**config.mk**
```make
export PLATFORM = sky130hd
export DESIGN_NAME = lut_pair_cell
export DESIGN_NICKNAME = d
export VERILOG_FILES = /design/src/rtl/lcell_pkg.sv /design/src/rtl/lcell_cfg_chain.sv /design/src/rtl/lcell_lut.sv /design/src/rtl/lcell_src_mux.sv /design/src/rtl/lcell_ff.sv /design/src/rtl/lut_pair_cell.sv
export SDC_FILE = /design/constraint.sdc
export NUM_CORES = 1
export LEC_CHECK = 0
export BUFFER_PORTS_ARGS = -buffer_cell sky130_fd_sc_hd__buf_4
export CAP_MARGIN = 20
export CORE_MARGIN = 10
export CORE_UTILIZATION = 45
export CTS_BUF_LIST = sky130_fd_sc_hd__clkbuf_8
export CTS_CLUSTER_DIAMETER = 150
export DETAILED_ROUTE_END_ITERATION = 7
export GPL_ROUTABILITY_DRIVEN = 0
export PLACE_DENSITY = 0.65
export SYNTH_ARGS = -nofsm -noshare
export SYNTH_HDL_FRONTEND = slang
export SYNTH_HIERARCHICAL = 1
export SYNTH_SLANG_ARGS = --single-unit
```
**constraint.sdc**
```tcl
create_clock -name clk -period 2.9 [get_ports clk]
set_input_delay 0.145 -clock clk [delete_from_list [all_inputs] [get_ports clk]]
set_output_delay 0.145 -clock clk [all_outputs]
set_load 0.02 [all_outputs]
```
**src/rtl/lcell_pkg.sv**
```systemverilog
package lcell_pkg;

    localparam int SEL_W     = 2;
    localparam int NUM_SINKS = 4;

    // Sink order inside the selector field of the configuration stream
    localparam int SINK_X  = 0;
    localparam int SINK_Y  = 1;
    localparam int SINK_XQ = 2;
    localparam int SINK_YQ = 3;

    typedef enum logic [SEL_W-1:0] {
        SRC_F    = 2'b00,
        SRC_G    = 2'b01,
        SRC_H    = 2'b10,
        SRC_ZERO = 2'b11
    } src_sel_e;

    typedef enum logic {
        MODE_RUN  = 1'b0,
        MODE_LOAD = 1'b1
    } cell_mode_e;

endpackage

```
**src/rtl/lcell_cfg_chain.sv**
```systemverilog
module lcell_cfg_chain #(
    parameter int WIDTH = 40
) (
    input  logic             clk,
    input  logic             shift_en,
    input  logic             sin,
    output logic [WIDTH-1:0] bits,
    output logic             sout
);

    logic [WIDTH-1:0] store;

    // New bits enter at the top, so the first bit sent ends at index 0
    always_ff @(posedge clk) begin
        if (shift_en) begin
            store <= {sin, store[WIDTH-1:1]};
        end
    end

    assign bits = store;
    assign sout = store[0];

    // content frozen outside load mode
    a_r8_cfg_frozen: assert property (@(posedge clk)
        !shift_en |=> $stable(store));

endmodule

```
**src/rtl/lcell_lut.sv**
```systemverilog
module lcell_lut #(
    parameter int K = 4
) (
    input  logic [(1<<K)-1:0] table_bits,
    input  logic [K-1:0]      addr,
    output logic              value
);

    localparam int DEPTH = 1 << K;

    logic [DEPTH-1:0] row;

    always_comb begin
        row   = table_bits;
        value = row[addr];
    end

endmodule

```
**src/rtl/lcell_src_mux.sv**
```systemverilog
module lcell_src_mux
    import lcell_pkg::*;
(
    input  src_sel_e sel,
    input  logic     f_val,
    input  logic     g_val,
    input  logic     h_val,
    output logic     o
);

    always_comb begin
        unique case (sel)
            SRC_F:    o = f_val;
            SRC_G:    o = g_val;
            SRC_H:    o = h_val;
            SRC_ZERO: o = 1'b0;
            default:  o = 1'b0;
        endcase
    end

endmodule

```
**src/rtl/lcell_ff.sv**
```systemverilog
module lcell_ff (
    input  logic clk,
    input  logic rst,
    input  logic upd,
    input  logic d,
    output logic q
);

    always_ff @(posedge clk) begin
        if (rst) begin
            q <= 1'b0;
        end else if (upd) begin
            q <= d;
        end
    end

    // synchronous clear
    a_r7_reset_clears: assert property (@(posedge clk)
        rst |=> !q);

    // no update without enable
    a_r6_hold_when_idle: assert property (@(posedge clk) disable iff (rst)
        !upd |=> $stable(q));

endmodule

```
**src/rtl/lut_pair_cell.sv**
```systemverilog
module lut_pair_cell
    import lcell_pkg::*;
#(
    parameter int LUT_K = 4
) (
    input  logic             clk,
    input  logic             rst,
    input  logic             cfg_en,
    input  logic             cfg_in,
    output logic             cfg_out,
    input  logic             ce,
    input  logic [LUT_K-1:0] f_in,
    input  logic [LUT_K-1:0] g_in,
    input  logic             h_sel,
    output logic             x_out,
    output logic             y_out,
    output logic             xq_out,
    output logic             yq_out
);

    localparam int LUT_D  = 1 << LUT_K;
    localparam int F_LO   = 0;
    localparam int G_LO   = LUT_D;
    localparam int SEL_LO = 2 * LUT_D;
    localparam int CFG_W  = SEL_LO + NUM_SINKS * SEL_W;

    logic [CFG_W-1:0]     cfg_bits;
    logic                 f_val;
    logic                 g_val;
    logic                 h_val;
    src_sel_e             sink_sel [NUM_SINKS];
    logic [NUM_SINKS-1:0] sink_val;
    cell_mode_e           mode;
    logic                 ff_upd;
    logic [1:0]           ff_q;

    lcell_cfg_chain #(.WIDTH(CFG_W)) i_chain (
        .clk      (clk),
        .shift_en (cfg_en),
        .sin      (cfg_in),
        .bits     (cfg_bits),
        .sout     (cfg_out)
    );

    lcell_lut #(.K(LUT_K)) i_lut_f (
        .table_bits (cfg_bits[F_LO +: LUT_D]),
        .addr       (f_in),
        .value      (f_val)
    );

    lcell_lut #(.K(LUT_K)) i_lut_g (
        .table_bits (cfg_bits[G_LO +: LUT_D]),
        .addr       (g_in),
        .value      (g_val)
    );

    assign h_val = h_sel ? f_val : g_val;

    for (genvar s = 0; s < NUM_SINKS; s++) begin : g_sink
        assign sink_sel[s] = src_sel_e'(cfg_bits[SEL_LO + s*SEL_W +: SEL_W]);

        lcell_src_mux i_mux (
            .sel   (sink_sel[s]),
            .f_val (f_val),
            .g_val (g_val),
            .h_val (h_val),
            .o     (sink_val[s])
        );
    end

    assign mode = cfg_en ? MODE_LOAD : MODE_RUN;

    always_comb begin
        unique case (mode)
            MODE_RUN: begin
                x_out  = sink_val[SINK_X];
                y_out  = sink_val[SINK_Y];
                ff_upd = ce;
            end
            MODE_LOAD: begin
                x_out  = 1'b0;
                y_out  = 1'b0;
                ff_upd = 1'b0;
            end
            default: begin
                x_out  = 1'b0;
                y_out  = 1'b0;
                ff_upd = 1'b0;
            end
        endcase
    end

    for (genvar r = 0; r < 2; r++) begin : g_reg
        lcell_ff i_ff (
            .clk (clk),
            .rst (rst),
            .upd (ff_upd),
            .d   (sink_val[SINK_XQ + r]),
            .q   (ff_q[r])
        );
    end

    assign xq_out = ff_q[0];
    assign yq_out = ff_q[1];

    // loading never disturbs the registers
    a_r10_load_holds: assert property (@(posedge clk) disable iff (rst)
        cfg_en |=> $stable({xq_out, yq_out}));

    // enabled edge captures the selected sources
    a_r5_capture: assert property (@(posedge clk) disable iff (rst)
        (ce && !cfg_en) |=> (xq_out == $past(sink_val[SINK_XQ]))
                            && (yq_out == $past(sink_val[SINK_YQ])));

endmodule

```
==> run metrics, run 1 <==
outcome finished clean; DRC 0; largest net degree at the start of global routing 44; CTS tree yes; Hold Path Class in2reg; initial antenna violation count 0; Max Cap Viol 0; global-route wire length before repair ~4300 µm; clock tree root driver cell clkbuf_8; actual slew at the worst max-slew pin slightly above 0.5 ns; share of layout cells above drive strength 1 0.243; Setup Slack @ Placement between 0.6 and 0.7 ns; FF-to-FF Start i_chain/bits[25]; FF-to-FF setup slack ~0.79 ns; initial DRC count between 70 and 80; kind of critical path reg2out; Synth cell types 10; die area about 6500 µm²; CP bufs+invs 1; DP Wirelength ~1700 µm; drt wl/cell 17.3 µm; Hold Crit Endpoint i_chain/bits[39]; WP data arrival around 2.4 ns; combinational fraction of design power 0.091; Final setup viols 0; CP Depth 8; Worst VDD drop approximately 0.0004 V; HP Start cfg_in; GRT Total Usage 0.0876; Final Cell Area around 2000 µm²; drt total wl ~2600 µm; crit-path leading delay family multiplexers; R2R depth 8; Synth Area per Inst ~22 µm²; Sw Pwr around 0.00025 W; element type at the critical path start flop; Clock power frac 0.307; final net count 116; Finished Core Util 0.539; # resized after CTS 0; TritonCTS Buffers 5; CTS H-Tree Depth 2; P_leak roughly 0.73 nW; hold_buf cts 0; share of the synthesized area in the top cell type 0.719; Routed Antenna Nets 0; vias per cell 5.34; normalized max-slew margin 0.657; Initial Util 0.460; routed vias between 800 and 900; Core ar. between 3000 and 4000 µm²; Chip Width ~81 µm; final hold slack approximately 0.037 ns; grt ovf 0; fill count 304; PwrDens 610 nW/µm²; crit-path cells mux4_1 > mux2i_1 > mux2i_1 > mux2_4 > mux2i_1 > o21ai_1 > nor2b_1 > buf_4; vias in the first global route approximately 830; Final Hold Viols 0; Clock Pin Slew Worst Setup and Hold Paths ~0.070 ns; slowest CP cell mux4_1; Initial DRT Pass Iterations 4; Bufs on Longest Clock Path 2; n_diodes 0; CP Max Fanout 5; fmax 390 MHz; top area cells in the synthesized netlist edfxtp_1, mux4_1, mux2i_1; FF-to-FF End g_reg[1].i_ff/q; worst skew pair latency 0.28 ns; Synthesized Nets 91; count of pins over their slew limit 0; RSZ-0062 raised after global routing no; Synth Register Bits 42; synthesized area between 1500 and 2000 µm²; CP Capture Type output port; placed cell areas 1860 µm²; period utilisation layout 0.884; die height roughly 81 µm; Reg power frac 0.603; setup tns final 0 ns; Seq/Total Area, Yosys 0.743; Switching Share 0.207; area grow syn2layout 17.2%; clock sink total 42; Final WS setup 0.337 ns; Rows 22; critical path's most frequent cell mux2i_1; Post-Synthesis Cells 77; synth warn 6; worst hold stages 1; IO Pins 19; Req. time, crit path around 2.8 ns; cell taking the most area after synthesis edfxtp_1; postcts setup bufs 0; Pint around 0.00095 W; Layout Skew about 0.0054 ns; Slowest Stage Delay on Critical Path between 0.5 and 0.6 ns; Port Buffers 18; crit path time final between 2 and 3 ns
[cell type report]
type	count	area (µm²)	area share
flip-flops and latches	42	1240	0.634
multi-input cells	34	422	0.215
repair buffers	19	145	0.0741
clock buffers	6	82.6	0.0422
well taps	48	60.1	0.0307
clock inverters	2	7.51	0.00383
[cell usage in the layout, fill, tap and decap left out, drive strengths merged]
master,Yosys,layout
nand3b,4,4
dlygate4sd3,0,1
mux4,8,8
edfxtp,40,40
mux2,1,1
o21ai,4,4
mux2i,12,12
buf,1,18
nor2b,3,3
nor2,2,2
dfxtp,2,2
clkbuf,0,6
inv,0,2
[logic make-up (layout without fill, tap and decap cells)]
family,Yosys count,after routing,share of synthesized area
flops,42,42,0.743
mux,21,21,0.207
simple gates,9,9,0.0337
compound gates,4,4,0.0120
buf+inv,1,27,0.00450
[worst max-delay path by stage]
stage                 end  slack, ns             start
finish              x_out       0.34  i_chain/bits[25]
global route        x_out       0.17   i_chain/bits[1]
CTS                 x_out       0.32  i_chain/bits[25]
detailed placement  x_out       0.65  i_chain/bits[25]
global placement    x_out       0.70  i_chain/bits[29]
floorplan           x_out       0.75   i_chain/bits[0]
[registers in the layout, summed over array words and instances, names as in the netlist]
signal and count:
i_chain/bits 40, g.i_ff/q 2
[through the flow]
stage / power (W) / std cells
2_1_floorplan: 0.000789 / 77
3_3_place_gp: 0.000838 / 142
3_5_place_dp: 0.000842 / 142
4_1_cts: 0.00121 / 150
5_1_grt: 0.00125 / 151
6_report: 0.00119 / 151
[power groups by stage]
| stage | Combinational (W) | Clock [W] | Sequential [W] |
|---|---|---|---|
| after global routing | 0.000117 | 0.000408 | 0.000726 |
| after global placement | 0.000105 | 0 | 0.000733 |
| after detailed placement | 0.000108 | 0 | 0.000734 |
| after CTS | 0.000109 | 0.000379 | 0.000721 |
| after floorplan | 0.0000585 | 0 | 0.000730 |
| final | 0.000108 | 0.000366 | 0.000720 |
[cell usage after synthesis (all sizes together)]
library cell  number
nor2               2
mux2               1
buf                1
mux2i             12
mux4               8
dfxtp              2
edfxtp            40
nand3b             4
o21ai              4
nor2b              3
[layer usage]
layer  vias to the layer above  track usage  routed length [µm]
met3                         7       0.0430                 166
met5                         -            0                   0
met1                       406        0.108                1190
li1                        375            -                   -
met4                         0       0.0415                  48
met2                        18        0.127                1220
(Power assumes the default switching activity.)
==> inputs of run 2 (changes only) <==
--- a/config.mk
+++ b/config.mk
@@ -5,6 +5,7 @@
 export SDC_FILE = /design/constraint.sdc
 export NUM_CORES = 1
 export LEC_CHECK = 0
+export ABC_AREA = 1
 export BUFFER_PORTS_ARGS = -buffer_cell sky130_fd_sc_hd__buf_4
 export CAP_MARGIN = 20
 export CORE_MARGIN = 10
@@ -13,7 +14,7 @@
 export CTS_CLUSTER_DIAMETER = 150
 export DETAILED_ROUTE_END_ITERATION = 7
 export GPL_ROUTABILITY_DRIVEN = 0
-export PLACE_DENSITY = 0.65
+export PLACE_DENSITY = 0.64
 export SYNTH_ARGS = -nofsm -noshare
 export SYNTH_HDL_FRONTEND = slang
 export SYNTH_HIERARCHICAL = 1
==> run metrics, run 2 <==
grt ovf 0; CTS tree yes; synthesized area 1910 µm²; outcome finished clean; period utilisation layout 0.698; normalized max-slew margin 0.656; Chip Width between 80 and 90 µm; fmax 494 MHz; hold_buf cts 0; Initial DRT Pass Iterations 4; element type at the critical path start flop; prevailing post-synth register cell edfxtp_1; area grow syn2layout 12.6%; Non-Filler Instances between 200 and 300; cell taking the most area after synthesis edfxtp_1; Synth async-reset ratio 0; setup tns final 0 ns; Port Buffers 18; Synth Area per Inst between 10 and 15 µm²; routed vias about 1300; kind of critical path reg2out; slowest CP cell edfxtp_1; count of pins over their slew limit 0; global-route wire length before repair between 5000 and 6000 µm; critical path's most frequent cell nand3_1; Routed Antenna Nets 0; CTS H-Tree Depth 2; initial DRC count 62; Max Cap Viol 0; CP bufs+invs 3; share of the synthesized area in the top cell type 0.630; share of layout cells above drive strength 1 0.195; DP Wirelength between 2000 and 2500 µm; drt wl/cell 12.3 µm; worst skew pair latency about 0.28 ns; fill count around 350; Synth Register Bits 42; crit path time final just over 2 ns; final hold slack around 0.036 ns; Hold Path Class in2reg; actual slew at the worst max-slew pin ~0.52 ns; Rows 23; GRT Total Usage 0.0948; FF-to-FF Start i_chain/bits[5]; top area cells in the synthesized netlist edfxtp_1, nand3_1, inv_1; Core ar. 4060 µm²; Synth cell types 12; IO Pins 19; Critical Path Start i_chain/bits[5]; Clock Pin Slew Worst Setup and Hold Paths about 0.070 ns; Bufs on Longest Clock Path 2; Synthesized Nets 203; CP Max Fanout 5; RSZ-0062 raised after global routing no; Post-Synthesis Cells 189; clock sink total 42; Worst VDD drop 0.000261 V; Initial Util 0.470; Seq/Total Area, Yosys 0.651; clock tree root driver cell clkbuf_8; DRC 0; PwrDens 551 nW/µm²; crit-path leading delay family simple AND/OR/NAND/NOR gates; max FFs per register 40; die height between 80 and 90 µm; FF/Latch Area 1240 µm²; WP data arrival 1.88 ns; most frequent cells in the layout inv_1, nand3_1, edfxtp_1; Final Hold Viols 0; P_leak between 0.9 and 1 nW; vias per cell slightly below 5; Slowest Stage Delay on Critical Path 0.40 ns; vias in the first global route between 1000 and 1500; Multi-input gate area between 400 and 500 µm²; drt total wl about 3200 µm; commonest non-fill, non-tap cell in the layout inv_1; TritonCTS Buffers 5; die area just over 7000 µm²; HP Start cfg_in; # resized after CTS 0; Setup Slack @ Placement 1.20 ns; synth cell count leaders inv_1, edfxtp_1, nand3_1; largest net degree at the start of global routing 44; placed insts 254; Post-synth EDFFs 40; most frequent cell after synthesis inv_1; Final setup viols 0; crit-path cells inv_1 > nand2_1 > nand3_1 > nand3_1 > nand3_1 > nand2_1 > nand2_1 > nand2_1 > nand3_1 > nand3_1 > inv_1 > nor2_1 > buf_4; initial antenna violation count 0; Final WS setup approximately 0.88 ns; postcts setup bufs 0; CP Capture Type output port; synth warn 6; Layout Skew approximately 0.0030 ns; n_diodes 0; final net count ~230; Req. time, crit path approximately 2.8 ns
## run 2: cell count changes in the layout (fill, tap and decap cells not counted), moves of 2 or more
cell      delta
inv_1       +40
o21ai_1      -4
nand2_1     +39
nor2_2       +2
mux4_1       -8
nand3b_1     -4
nor2b_1      -3
nand2_2     +10
nor2_1       +3
mux2i_1     -12
inv_2        +4
nand3_1     +40
inv_8        +2
## run 2: where the power goes
group / switching, W / leakage (nW) / internal (W)
clock: 0.000178 / 0.0375 / 0.000157
combinational: 0.0000775 / 0.552 / 0.0000481
sequential: 0.0000192 / 0.408 / 0.000704
total: 0.000275 / 0.998 / 0.000909
## run 2: cells by family (layout without fill, tap and decap cells)
| kind of cell | count (synthesis) | in the layout | synth area share |
|---|---|---|---|
| buffers and inverters | 51 | 72 | 0.118 |
| and+or+nand+nor | 96 | 96 | 0.231 |
| DFF | 42 | 42 | 0.651 |
## run 2: worst paths after layout
kind                       to  slack, ns  cells after the start
min          i_chain/bits[39]       0.04                      1
min reg2reg  i_chain/bits[23]       0.45                      0
max reg2reg   g_reg[1].i_ff/q       1.28                     14
max                     x_out       0.88                     13
## run 2: metal layers
metal | vias up | share of wire | GRT usage
li1 | 639 | - | -
met1 | 594 | 0.47 | 0.117
met2 | 24 | 0.46 | 0.144
met3 | 6 | 0.050 | 0.0392
met4 | 0 | 0.013 | 0.0359
met5 | - | 0 | 0
## run 2: final cells by class
cell class                      count  share of cell area
Clock inverter                      1             0.00175
Inverter                           48              0.0909
Multi-Input combinational cell     96               0.205
Sequential cell                    42               0.578
Tap cell                           50              0.0291
Timing Repair Buffer               18              0.0629
Clock buffer                        5              0.0321
## run 2: worst reg2reg max path, delay by kind of cell, from the launching register on
kind / cells / cell delay, ns
flip-flops: 1 / 0.40
AND/OR/NAND/NOR: 12 / 0.98
buffers and inverters: 2 / 0.13
## run 2: metrics by stage
| stage | total power [W] | cell area (µm²) | util |
|---|---|---|---|
| 2_1_floorplan | 0.000811 | 1910 | - |
| 3_3_place_gp | 0.000859 | 2070 | 0.511 |
| 3_5_place_dp | 0.000863 | 2070 | 0.511 |
| 4_1_cts | 0.00120 | 2150 | 0.529 |
| 5_1_grt | 0.00124 | 2150 | 0.529 |
| 6_report | 0.00118 | 2150 | 0.529 |
==> inputs of run 3 (changes only) <==
==> constraint.sdc (replaced) <==
create_clock -name clk -period 1.89 [get_ports clk]
set_input_delay 0.0945 -clock clk [delete_from_list [all_inputs] [get_ports clk]]
set_output_delay 0.0945 -clock clk [all_outputs]
set_load 0.02 [all_outputs]
==> run metrics, run 3 (same netlist as run 2, synthesis figures left out) <==
actual slew at the worst max-slew pin ~0.52 ns; met1 Use GR 0.118; FF-to-FF Start i_chain/bits[4]; n_diodes 0; Final setup viols 0; clock sink total 42; placed insts ~250; PwrDens a little under 800 nW/µm²; grt ovf 0; area grow syn2layout 25.6%; WP data arrival roughly 1.7 ns; CP Capture Type output port; Bufs on Longest Clock Path 2; Worst VDD drop between 0.0004 and 0.0005 V; Max Cap Viol 0; max FFs per register 40; normalized max-slew margin 0.652; initial DRC count slightly above 70; Rows 23; fmax around 560 MHz; routed vias 1352; worst skew pair latency ~0.28 ns; drt wl/cell roughly 13 µm; most frequent cells in the layout inv_1, edfxtp_1, nand2_1; Critical Path Start i_chain/bits[21]; R2R depth 15; Initial Util 0.470; M3 GR Usage 0.0402; placed cell areas approximately 2100 µm²; Chip Width roughly 85 µm; share of layout cells above drive strength 1 0.348; Req. time, crit path 1.80 ns; Final Hold Viols 0; Clock Pin Slew Worst Setup and Hold Paths 0.07 ns; count of pins over their slew limit 0; P_leak approximately 1.1 nW; grt met2 use 0.147; kind of critical path reg2out; DRC 0; largest net degree at the start of global routing 44; global-route wire length before repair between 5000 and 6000 µm; CP Max Fanout 5; vias in the first global route approximately 1300; die area around 7200 µm²; drt total wl around 3600 µm; TritonCTS Buffers 5; element type at the critical path start flop; initial antenna violation count 0; DP Wirelength between 2000 and 2500 µm; clock tree root driver cell clkbuf_8; vias per cell approximately 4.9; Routed Antenna Nets 0; Core ar. slightly above 4000 µm²; FF-to-FF End g_reg[0].i_ff/q; Initial DRT Pass Iterations 4; Port Buffers 18; GRT Max-Usage Layer met2; period utilisation layout 0.944; CTS tree yes; Hold Path Class in2reg; die height between 80 and 90 µm; outcome finished clean; final net count 242; IO Pins 19; final hold slack around 0.065 ns; Final Cell Area approximately 2400 µm²; FF-to-FF setup slack ~0.28 ns; crit path time final around 1.8 ns; GRT Total Usage 0.0961; CP endpoint y_out; Non-Filler Instances 277; CTS H-Tree Depth 2; Layout Skew 0.00388 ns
## run 3: changes by cell type in the layout (fill, tap and decap cells not counted)
| cell | change |
|---|---|
| nor2_1 | -1 |
| inv_2 | +2 |
| buf_6 | +2 |
| buf_4 | +14 |
| inv_1 | -2 |
| nand3_2 | +14 |
| nor2_2 | +1 |
| nand2_1 | -5 |
| nand2_4 | +5 |
| nand3_1 | -14 |
| dlygate4sd3_1 | +1 |
## run 3: worst max-delay path: stages, from the launching register on
cell	delay [ns]
edfxtp_1	0.41
inv_1	0.07
nand2_1	0.04
nand3_1	0.08
nand3_1	0.09
nand3_2	0.09
nand2_4	0.08
buf_4	0.14
nand3_2	0.08
nand3_2	0.08
inv_2	0.05
nor2_1	0.03
buf_4	0.17
## run 3: power breakdown
| group | total (W) | internal, W | switching (W) | leakage (nW) |
|---|---|---|---|---|
| sequential | 0.00111 | 0.00108 | 0.0000293 | 0.408 |
| clock | 0.000516 | 0.000241 | 0.000275 | 0.0375 |
| combinational | 0.000273 | 0.000120 | 0.000153 | 0.681 |
| total | 0.00190 | 0.00144 | 0.000458 | 1.13 |
## run 3: worst min-delay path by stage
stage                     startpoint          endpoint  slack, ns  cells after the start
final                            rst   g_reg[1].i_ff/q       0.06                      4
after global routing             rst   g_reg[1].i_ff/q       0.07                      4
after CTS                        rst   g_reg[1].i_ff/q       0.06                      4
after detailed placement      cfg_in  i_chain/bits[39]       0.27                      1
after global placement        cfg_in  i_chain/bits[39]       0.27                      1
after floorplan               cfg_in  i_chain/bits[39]       0.19                      0
## run 3: cell type report
type                            instances  area [µm²]
Clock inverter                          1        3.75
Timing Repair Buffer                   35         273
Inverter                               48         195
Fill cell                             326        1660
Sequential cell                        42        1240
Multi-Input combinational cell         96         551
Tap cell                               50        62.6
Clock buffer                            5        68.8
## run 3: per-stage QoR
step / utilization / total power (W) / setup WS (ns) / setup TNS (ns)
after floorplan: - / 0.00124 / 0.208 / 0
after CTS: 0.537 / 0.00185 / 0.00316 / 0
after global routing: 0.590 / 0.00199 / -0.0274 / -0.0481
after detailed placement: 0.511 / 0.00132 / 0.239 / 0
final: 0.590 / 0.00190 / 0.105 / 0
after global placement: 0.511 / 0.00132 / 0.322 / 0
## run 3: timing repair
item                       4_1_cts  5_1_grt
hold buffers                     1        0
pin swaps                        0       15
hold endpoints to repair         1        0
gates resized for setup          3       26
setup endpoints to repair        2        2
buffers inserted                 2       14
## run 3: layer usage
layer / vias up / share of wire
met1: 637 / 0.45
met2: 35 / 0.48
met5: - / 0
met4: 0 / 0.011
met3: 7 / 0.059
li1: 673 / -
